File: config.mk
export PLATFORM = sky130hd
export DESIGN_NAME = tdm_chain_shifter
export DESIGN_NICKNAME = d
export VERILOG_FILES = /design/src/rtl/tdm_shift_pkg.sv /design/src/rtl/tdm_fsync_detect.sv /design/src/rtl/tdm_frame_pack.sv /design/src/rtl/tdm_shift_reg.sv /design/src/rtl/tdm_out_retime.sv /design/src/rtl/tdm_chain_shifter.sv
export SDC_FILE = /design/constraint.sdc
export NUM_CORES = 1
export LEC_CHECK = 0
export BUFFER_PORTS_ARGS = -buffer_cell sky130_fd_sc_hd__clkbuf_2
export CAP_MARGIN = 20
export CELL_PAD_IN_SITES_DETAIL_PLACEMENT = 2
export CELL_PAD_IN_SITES_GLOBAL_PLACEMENT = 2
export CORE_MARGIN = 2
export CORE_UTILIZATION = 30
export CTS_CLUSTER_DIAMETER = 150
export DETAILED_ROUTE_END_ITERATION = 8
export PLACE_DENSITY = 0.77
export SLEW_MARGIN = 5
export SYNTH_ARGS = -nofsm -noshare
export SYNTH_HDL_FRONTEND = slang
export SYNTH_SLANG_ARGS = --single-unit
export TNS_END_PERCENT = 30
File: constraint.sdc
create_clock -name bclk -period 1.2 [get_ports bclk]
set_input_delay 0.24 -clock bclk [delete_from_list [all_inputs] [get_ports bclk]]
set_output_delay 0.24 -clock bclk [all_outputs]
set_load 0.02 [all_outputs]
File: src/rtl/tdm_shift_pkg.sv
`timescale 1ns/1ps
package tdm_shift_pkg;

  // Register operation selected each rising bit-clock edge
  typedef enum logic {
    OP_SHIFT = 1'b0,
    OP_LOAD  = 1'b1
  } shift_op_e;

  // Default geometry
  localparam int DEF_SAMPLE_W = 24;
  localparam int DEF_SLOT_W   = 32;
  localparam int DEF_NUM_CH   = 2;

endpackage

File: src/rtl/tdm_fsync_detect.sv
`timescale 1ns/1ps
module tdm_fsync_detect
  import tdm_shift_pkg::*;
(
  input  logic      bclk,
  input  logic      rst_n,
  input  logic      fsync,
  output shift_op_e op
);

  logic fs_prev_q;

  always_ff @(posedge bclk) begin
    if (!rst_n) begin
      fs_prev_q <= 1'b0;
    end else begin
      fs_prev_q <= fsync;
    end
  end

  // Rising edge of the sampled sync selects a load, otherwise shift
  always_comb begin
    if (fsync && !fs_prev_q) begin
      op = OP_LOAD;
    end else begin
      op = OP_SHIFT;
    end
  end

endmodule

File: src/rtl/tdm_frame_pack.sv
`timescale 1ns/1ps
module tdm_frame_pack #(
  parameter int SAMPLE_W = 24,
  parameter int SLOT_W   = 32,
  parameter int NUM_CH   = 2,
  localparam int FRAME_W = SLOT_W * NUM_CH,
  localparam int PAD_W   = SLOT_W - SAMPLE_W
) (
  // Channel 0 lands in the most significant slot
  input  logic [NUM_CH-1:0][SAMPLE_W-1:0] samples,
  output logic [FRAME_W-1:0]              frame
);

  for (genvar c = 0; c < NUM_CH; c++) begin : g_slot
    localparam int TOP = FRAME_W - 1 - c * SLOT_W;
    if (PAD_W > 0) begin : g_pad
      assign frame[TOP -: SLOT_W] = {samples[c], {PAD_W{1'b0}}};
    end else begin : g_nopad
      assign frame[TOP -: SLOT_W] = samples[c];
    end
  end

endmodule

File: src/rtl/tdm_shift_reg.sv
`timescale 1ns/1ps
module tdm_shift_reg
  import tdm_shift_pkg::*;
#(
  parameter int WIDTH = 64
) (
  input  logic             bclk,
  input  logic             rst_n,
  input  shift_op_e        op,
  input  logic [WIDTH-1:0] load_val,
  input  logic             ser_in,
  output logic [WIDTH-1:0] q
);

  always_ff @(posedge bclk) begin
    if (!rst_n) begin
      q <= '0;
    end else begin
      unique case (op)
        OP_LOAD:  q <= load_val;
        default:  q <= {q[WIDTH-2:0], ser_in};
      endcase
    end
  end

endmodule

File: src/rtl/tdm_out_retime.sv
`timescale 1ns/1ps
module tdm_out_retime (
  input  logic bclk,
  input  logic rst_n,
  input  logic bit_in,
  output logic bit_out
);

  // Launch on the falling edge so the downstream rising edge sees a settled bit
  always_ff @(negedge bclk) begin
    if (!rst_n) begin
      bit_out <= 1'b0;
    end else begin
      bit_out <= bit_in;
    end
  end

endmodule

File: src/rtl/tdm_chain_shifter.sv
`timescale 1ns/1ps
module tdm_chain_shifter
  import tdm_shift_pkg::*;
#(
  parameter int SAMPLE_W = DEF_SAMPLE_W,
  parameter int SLOT_W   = DEF_SLOT_W
) (
  input  logic                bclk,
  input  logic                rst_n,
  input  logic                fsync,
  input  logic [SAMPLE_W-1:0] left_smp,
  input  logic [SAMPLE_W-1:0] right_smp,
  input  logic                tdm_in,
  output logic                tdm_out
);

  localparam int NUM_CH  = DEF_NUM_CH;
  localparam int FRAME_W = SLOT_W * NUM_CH;

  shift_op_e                       op;
  logic [NUM_CH-1:0][SAMPLE_W-1:0] smp_vec;
  logic [FRAME_W-1:0]              packed_frame;
  logic [FRAME_W-1:0]              shift_q;

  assign smp_vec[0] = left_smp;
  assign smp_vec[1] = right_smp;

  tdm_fsync_detect u_sync (
    .bclk  (bclk),
    .rst_n (rst_n),
    .fsync (fsync),
    .op    (op)
  );

  tdm_frame_pack #(
    .SAMPLE_W (SAMPLE_W),
    .SLOT_W   (SLOT_W),
    .NUM_CH   (NUM_CH)
  ) u_pack (
    .samples (smp_vec),
    .frame   (packed_frame)
  );

  tdm_shift_reg #(
    .WIDTH (FRAME_W)
  ) u_sreg (
    .bclk     (bclk),
    .rst_n    (rst_n),
    .op       (op),
    .load_val (packed_frame),
    .ser_in   (tdm_in),
    .q        (shift_q)
  );

  tdm_out_retime u_oret (
    .bclk    (bclk),
    .rst_n   (rst_n),
    .bit_in  (shift_q[FRAME_W-1]),
    .bit_out (tdm_out)
  );

endmodule

==> summary.md, run 1 <==
| Metric | Value |
|---|---|
| Status | complete, but fails checks |
| Failing checks | negative setup slack |
| Library cells used by synthesis | 12 |
| Launch point of the worst path | u_oret.bit_out$_SDFF_NN0_ |
| R2r worst-path depth | 1 |
| # rows | 32 |
| Number of synthesized flops with an enable pin | 0 |
| Power Density | 1610 mW/mm2 |
| RR Endpoint | u_oret.bit_out$_SDFF_NN0_ |
| Levels on crit path | 1 |
| Max cap viols | 0 |
| Wire per inst | between 10 and 15 um |
| Final Max Slew Viols | 0 |
| Area leader, netlist | dfxtp_1 |
| Startpoint Class | register |
| Mapped Area | between 0.002 and 0.0025 mm2 |
| Setup bufs post-CTS | 0 |
| GRT Total Usage | 13.47% |
| Sink Count | 66 |
| Final GP Congestion | 0.6603 |
| Critical R2R Launch | u_sreg.q[63]$_SDFF_PN0_ |
| Synth Net Count | 303 |
| CTS root buf | clkbuf_8 |
| Worst slew pin tran | 0.4780 ns |
| FFs w/ async S/R, synth | 0% |
| CP Class | reg2out |
| Input/output buffers | 52 |
| Register area share after synthesis | 54.57% |
| Hold WC Path Type | in2reg |
| Die Y | 93.84 um |
| Cells after Synth | roughly 250 |
| Post-route ant nets | 0 |
| Worst vdd ir | 0.5233 mV |
| WL final | 5410 um |
| Initial antenna violation count | 0 |
| DRT iter0 DRCs | 48 |
| Syn. warnings | 0 |
| Critical path data arrival time | 1.40 ns |
| Skew final | around 0.036 ns |
| Worst setup endpoint | tdm_out |
| Leakage power | 1.437 nW |
| # IOs | 53 |
| Syn_area_per_cell | 9.646 um2 |
| Buffers and inverters on the worst path | 1 |
| Critical Path End Type | primary output |
| Hold_ws | 0.1305 ns |
| Initial core utilization | 31.17% |
| Commonest cells in the netlist | 96 x nand2_1, 66 x dfxtp_1, 48 x mux2i_1, 16 x and3_1, 8 x buf_2 |
| Share of layout cells above drive strength 1 | 24.92% |
| Core area | between 0.007 and 0.008 mm2 |
| Unrepaired setup endpoints after global routing | true |
| First-pass GRT wire length | 8866 um |
| CP top delay family | flip-flops |
| Final hold violations | 0 |
| CTS tree | done |
| Total gr overflow | 0 |
| Max H-tree Level | 3 |
| Largest net degree at the start of global routing | approximately 70 |
| DP Wirelength | 3463 um |
| Reg clk slew, reported paths | about 0.07 ns |
| TritonCTS buffer count | 9 |
| Worst-Skew Late Latency | 0.38 ns |
| Final WS setup | -0.4448 ns |
| Top-area cell type share of the netlist area | 54.57% |
| Cell Chain, Critical Path | buf_8 |
| Nets | 352 |
| Vias in the first global route | 1824 |
| Crit path largest cell delay | 0.31 ns |
| Worst Path Required | 0.96 ns |
| Detailed Routing Iterations Pass 1 | 4 |
| ANT cells | 0 |
| Clock Tree Buf Depth | 2 |
| Crit Path Max Fanout | 1 |
| Top_reg_cell synth | dfxtp_1 |
| Synth area leaders | dfxtp_1 55%, mux2i_1 20%, nand2_1 15% |
| R2R setup slack | 0.09 ns |
| Die width | 93.84 um |
| Final core utilization | between 30% and 40% |
| Area grow syn2layout | 25.53% |
| Slew margin rel. | 68.13% |
| Count leader, synth | nand2_1 |
| Via Count | approximately 1800 |
| Synth Register Bits | 66 |
| Die Footprint | 0.008805 mm2 |
| DRC | 0 |
| Final setup fails | 1 |
| DR vias/cell | 4.373 |
| CP max stage cell | dfxtp_2 |
==> cells in the final DEF, fill, tap and decap left out, types with 2 or more instances in the layout <==
| cell | count |
|---|---|
| and2_1 | 2 |
| buf_4 | 3 |
| clkbuf_2 | 50 |
| clkbuf_8 | 9 |
| clkbuf_16 | 4 |
| mux2i_1 | 48 |
| and3_1 | 16 |
| dfxtp_1 | 65 |
| nand2_1 | 96 |
| buf_12 | 4 |
==> per-layer routing <==
| metal | share of wire (%) | GRT usage [%] |
|---|---|---|
| met5 | 0 | 0 |
| met1 | 49 | 17.12 |
| met4 | 2.3 | 7.246 |
| met3 | 4.5 | 4.334 |
| met2 | 44 | 20.18 |
==> power breakdown <==
part           internal, mW  leakage (nW)  total [mW]  switching, mW
registers              2.30         0.541        2.33         0.0303
clock network          1.26         0.132        2.15          0.892
logic                 0.205         0.765       0.414          0.210
==> layout make-up <==
type                       instances  area [um2]
multi-input combinational        164       973.4
fill                             883        4728
sequential                        66        1323
clock inverter                     4       23.77
tap                              102       127.6
timing repair buffer              58       367.9
clock buffer                      13       224.0
==> sequential cells by signal (all words and copies together) (netlist names) <==
| name | count |
|---|---|
| u_oret.bit_out | 1 |
| u_sreg.q | 64 |
| u_sync.fs_prev_q | 1 |
==> worst min path at each step <==
stage,startpoint,to,slack [ns],cells after the start
2_1_floorplan,fsync,u_sync.fs_prev_q$_SDFF_PN0_,0.37,1
3_3_place_gp,u_sreg.q[58]$_SDFF_PN0_,u_sreg.q[59]$_SDFF_PN0_,0.43,2
3_5_place_dp,u_sreg.q[12]$_SDFF_PN0_,u_sreg.q[13]$_SDFF_PN0_,0.44,2
4_1_cts,tdm_in,u_sreg.q[0]$_SDFF_PP0_,0.11,2
5_1_grt,tdm_in,u_sreg.q[0]$_SDFF_PP0_,0.12,2
6_report,tdm_in,u_sreg.q[0]$_SDFF_PP0_,0.13,2
==> kinds of logic after synthesis <==
group / synth area share, %
AND/OR/NAND/NOR: 20.36
flip-flops: 54.57
multiplexers: 19.84
buffers and inverters: 5.219
==> stage by stage <==
step | TNS (ns) | area, um2 | instances | worst slack [ns] | power (mW)
2_1_floorplan | -0.2520 | 2444 | 251 | -0.2169 | 2.653
3_3_place_gp | -0.1015 | 2784 | 391 | -0.08226 | 2.788
3_5_place_dp | -0.1044 | 2784 | 391 | -0.08853 | 2.803
4_1_cts | -0.4760 | 3038 | 407 | -0.4760 | 4.964
5_1_grt | -0.4836 | 3039 | 407 | -0.4836 | 5.155
6_report | -0.4448 | 3039 | 407 | -0.4448 | 4.892
==> timing repair <==
action,CTS,global route
endpoints found under the setup margin,1,1
resized for setup,3,1
cloned,0,0
hold buffers,0,0
(Power assumes the default switching activity.)
==> run 2, diff against run 1 <==
Settings changed: CELL_PAD_IN_SITES_DETAIL_PLACEMENT 2 to unset, CELL_PAD_IN_SITES_GLOBAL_PLACEMENT 2 to unset, PLACE_DENSITY 0.77 to 0.53, RECOVER_POWER set to 50, TNS_END_PERCENT 30 to 20.
==> run 2 against run 1 <==
  * The run still ends with negative setup slack left
  * Utilization down 1.1 points
  * First-iteration DRC count up 6.3%
  * Cell count unchanged
  * Design area down 2.8%
  * Combinational power down 6.5%
  * Non-clock buffer count unchanged
  * Wire length down 20%
  * Sequential power about the same
  * Die area unchanged
  * Critical path depth unchanged
  * Register-to-register slack worse by 0.17 ns
  * Critical endpoint unchanged
==> summary.md, run 2 (synthesis gave the netlist of run 1 again) <==
| Metric | Value |
|---|---|
| Clock network power share | between 30% and 40% |
| WL final | 4317 um |
| Power Density | between 1500 and 2000 mW/mm2 |
| Final WS setup | -0.4385 ns |
| Crit path largest cell delay | 0.31 ns |
| Final GP Congestion | 0.6970 |
| Worst-Skew Late Latency | approximately 0.37 ns |
| DR vias/cell | 4.236 |
| Initial antenna violation count | 0 |
| Buffers and inverters on the worst path | 1 |
| Initial core utilization | 31.17% |
| Failing checks | negative setup slack |
| Setup TNS | -1.330 ns |
| # IOs | 53 |
| # rows | 32 |
| TritonCTS buffer count | 9 |
| Vias in the first global route | about 1600 |
| Worst slew pin tran | about 0.47 ns |
| DRC | 0 |
| Most flops, register | u_sreg.q |
| Max reg flops | 64 |
| CP max stage cell | dfxtp_2 |
| Post-route ant nets | 0 |
| Unrepaired setup endpoints after global routing | true |
| RR Endpoint | u_sreg.q[42]$_SDFF_PN0_ |
| Launch point of the worst path | u_oret.bit_out$_SDFF_NN0_ |
| Critical path data arrival time | 1.40 ns |
| Max H-tree Level | 3 |
| R2r worst-path depth | 3 |
| Clock Tree Buf Depth | 2 |
| Critical R2R Launch | u_sync.fs_prev_q$_SDFF_PN0_ |
| Core area | 0.007767 mm2 |
| Hold WC Path Type | in2reg |
| Nets | roughly 350 |
| Final setup fails | 28 |
| Die width | 93.84 um |
| Setup bufs post-CTS | 0 |
| Min-Delay Startpoint | right_smp[7] |
| Cell Chain, Critical Path | buf_8 |
| Critical Path End Type | primary output |
| GRT Total Usage | 10.92% |
| Detailed Routing Iterations Pass 1 | 4 |
| Internal Dissipation | approximately 3.5 mW |
| Hold EP | u_sreg.q[15]$_SDFF_PN0_ |
| Via Count | 1724 |
| DP Wirelength | approximately 2800 um |
| Crit Path Max Fanout | 1 |
| CTS tree | done |
| R2R setup slack | -0.08 ns |
| Die Y | 93.84 um |
| Startpoint Class | register |
| Psw | approximately 1.0 mW |
| Worst Hold Depth | 3 |
| Status | complete, but fails checks |
| CP Class | reg2out |
| Final hold violations | 0 |
| Commonest non-fill, non-tap cell in the layout | nand2_1 |
| Largest net degree at the start of global routing | 62 |
| DRT iter0 DRCs | roughly 50 |
| Wire per inst | 10.61 um |
| Input/output buffers | 52 |
| CP top delay family | flip-flops |
| CTS root buf | clkbuf_8 |
| Sink Count | 66 |
| Leakage power | 1.397 nW |
| Worst Path Required | 0.96 ns |
| Share of layout cells above drive strength 1 | between 20% and 30% |
| Max cap viols | 0 |
| Final core utilization | around two fifths |
| First-pass GRT wire length | 7320 um |
| Switching Share | 22.61% |
| Slew margin rel. | 68.81% |
| Logic pwr share | between 8 and 9% |
| Die Footprint | 0.008805 mm2 |
| Sequential share of power | 51.9% |
| Reg clk slew, reported paths | approximately 0.070 ns |
| ANT cells | 0 |
| Regs by FF count | u_sreg.q (64), u_oret.bit_out (1), u_sync.fs_prev_q (1) |
| Cts hold-fix bufs | 0 |
| Total gr overflow | 0 |
| Worst vdd ir | 0.4473 mV |
| Final Max Slew Viols | 0 |
| Commonest cells after routing, fill and taps aside | 96 x nand2_1, 65 x dfxtp_1, 50 x clkbuf_2 |
| Area grow syn2layout | 22.02% |
| Fill cell count | 836 |
| Skew final | slightly above 0.04 ns |
-- run 2: cell type report --
class                      instances  area [um2]  share of cell area, %
multi-input combinational        164       965.9                  32.70
clock buffer                      14       182.7                  6.184
sequential                        66        1323                  44.77
tap                              102       127.6                  4.320
clock inverter                     3       12.51                 0.4235
timing repair buffer              58       342.8                  11.61
-- run 2: per-stage QoR --
step / cell area [um2] / hold WS (ns) / power, mW / cells / setup slack, ns
3_5_place_dp: 2796 / 0.4379 / 2.794 / 391 / -0.08682
4_1_cts: 2998 / 0.1164 / 4.570 / 407 / -0.4645
2_1_floorplan: 2444 / 0.3673 / 2.653 / 251 / -0.2169
5_1_grt: 2954 / 0.1218 / 4.697 / 407 / -0.4644
6_report: 2954 / 0.1368 / 4.472 / 407 / -0.4385
3_3_place_gp: 2796 / 0.4316 / 2.790 / 391 / -0.08902
-- run 2: worst max-delay path by stage --
stage | end | slack (ns) | cells after the start
6_report | tdm_out | -0.44 | 1
5_1_grt | tdm_out | -0.46 | 1
4_1_cts | tdm_out | -0.46 | 1
3_5_place_dp | tdm_out | -0.09 | 1
3_3_place_gp | tdm_out | -0.09 | 1
2_1_floorplan | u_oret.bit_out$_SDFF_NN0_ | -0.22 | 4
-- run 2: per-layer routing --
metal  up-vias  wire (um)  share of wire [%]  GRT usage (%)
met5         -          0                  0              0
met4         0         60                1.4          6.159
met3         6        253                5.9          4.334
met2        35       1814                 42          15.42
met1       785       2189                 51          14.06
li1        898          -                  -              -
-- run 2: worst register-to-register path, delay by kind of cell, from the launching register on --
kind / cells / cell delay [ns]
buffers and inverters: 1 / 0.34
and+or+nand+nor: 1 / 0.32
DFF: 1 / 0.31
muxes: 1 / 0.24
-- run 2: timing repair --
item,CTS,global route
resized for setup,3,1
cloned,0,0
endpoints found under the setup margin,1,1
-- run 2: power by group through the flow --
stage / Clock (mW) / Combinational, mW / Sequential (mW)
after floorplan: 0.0104 / 0.276 / 2.37
after global placement: 0.0104 / 0.408 / 2.37
after detailed placement: 0.0104 / 0.412 / 2.37
after CTS: 1.83 / 0.416 / 2.32
after global routing: 1.93 / 0.438 / 2.33
final: 1.76 / 0.387 / 2.32
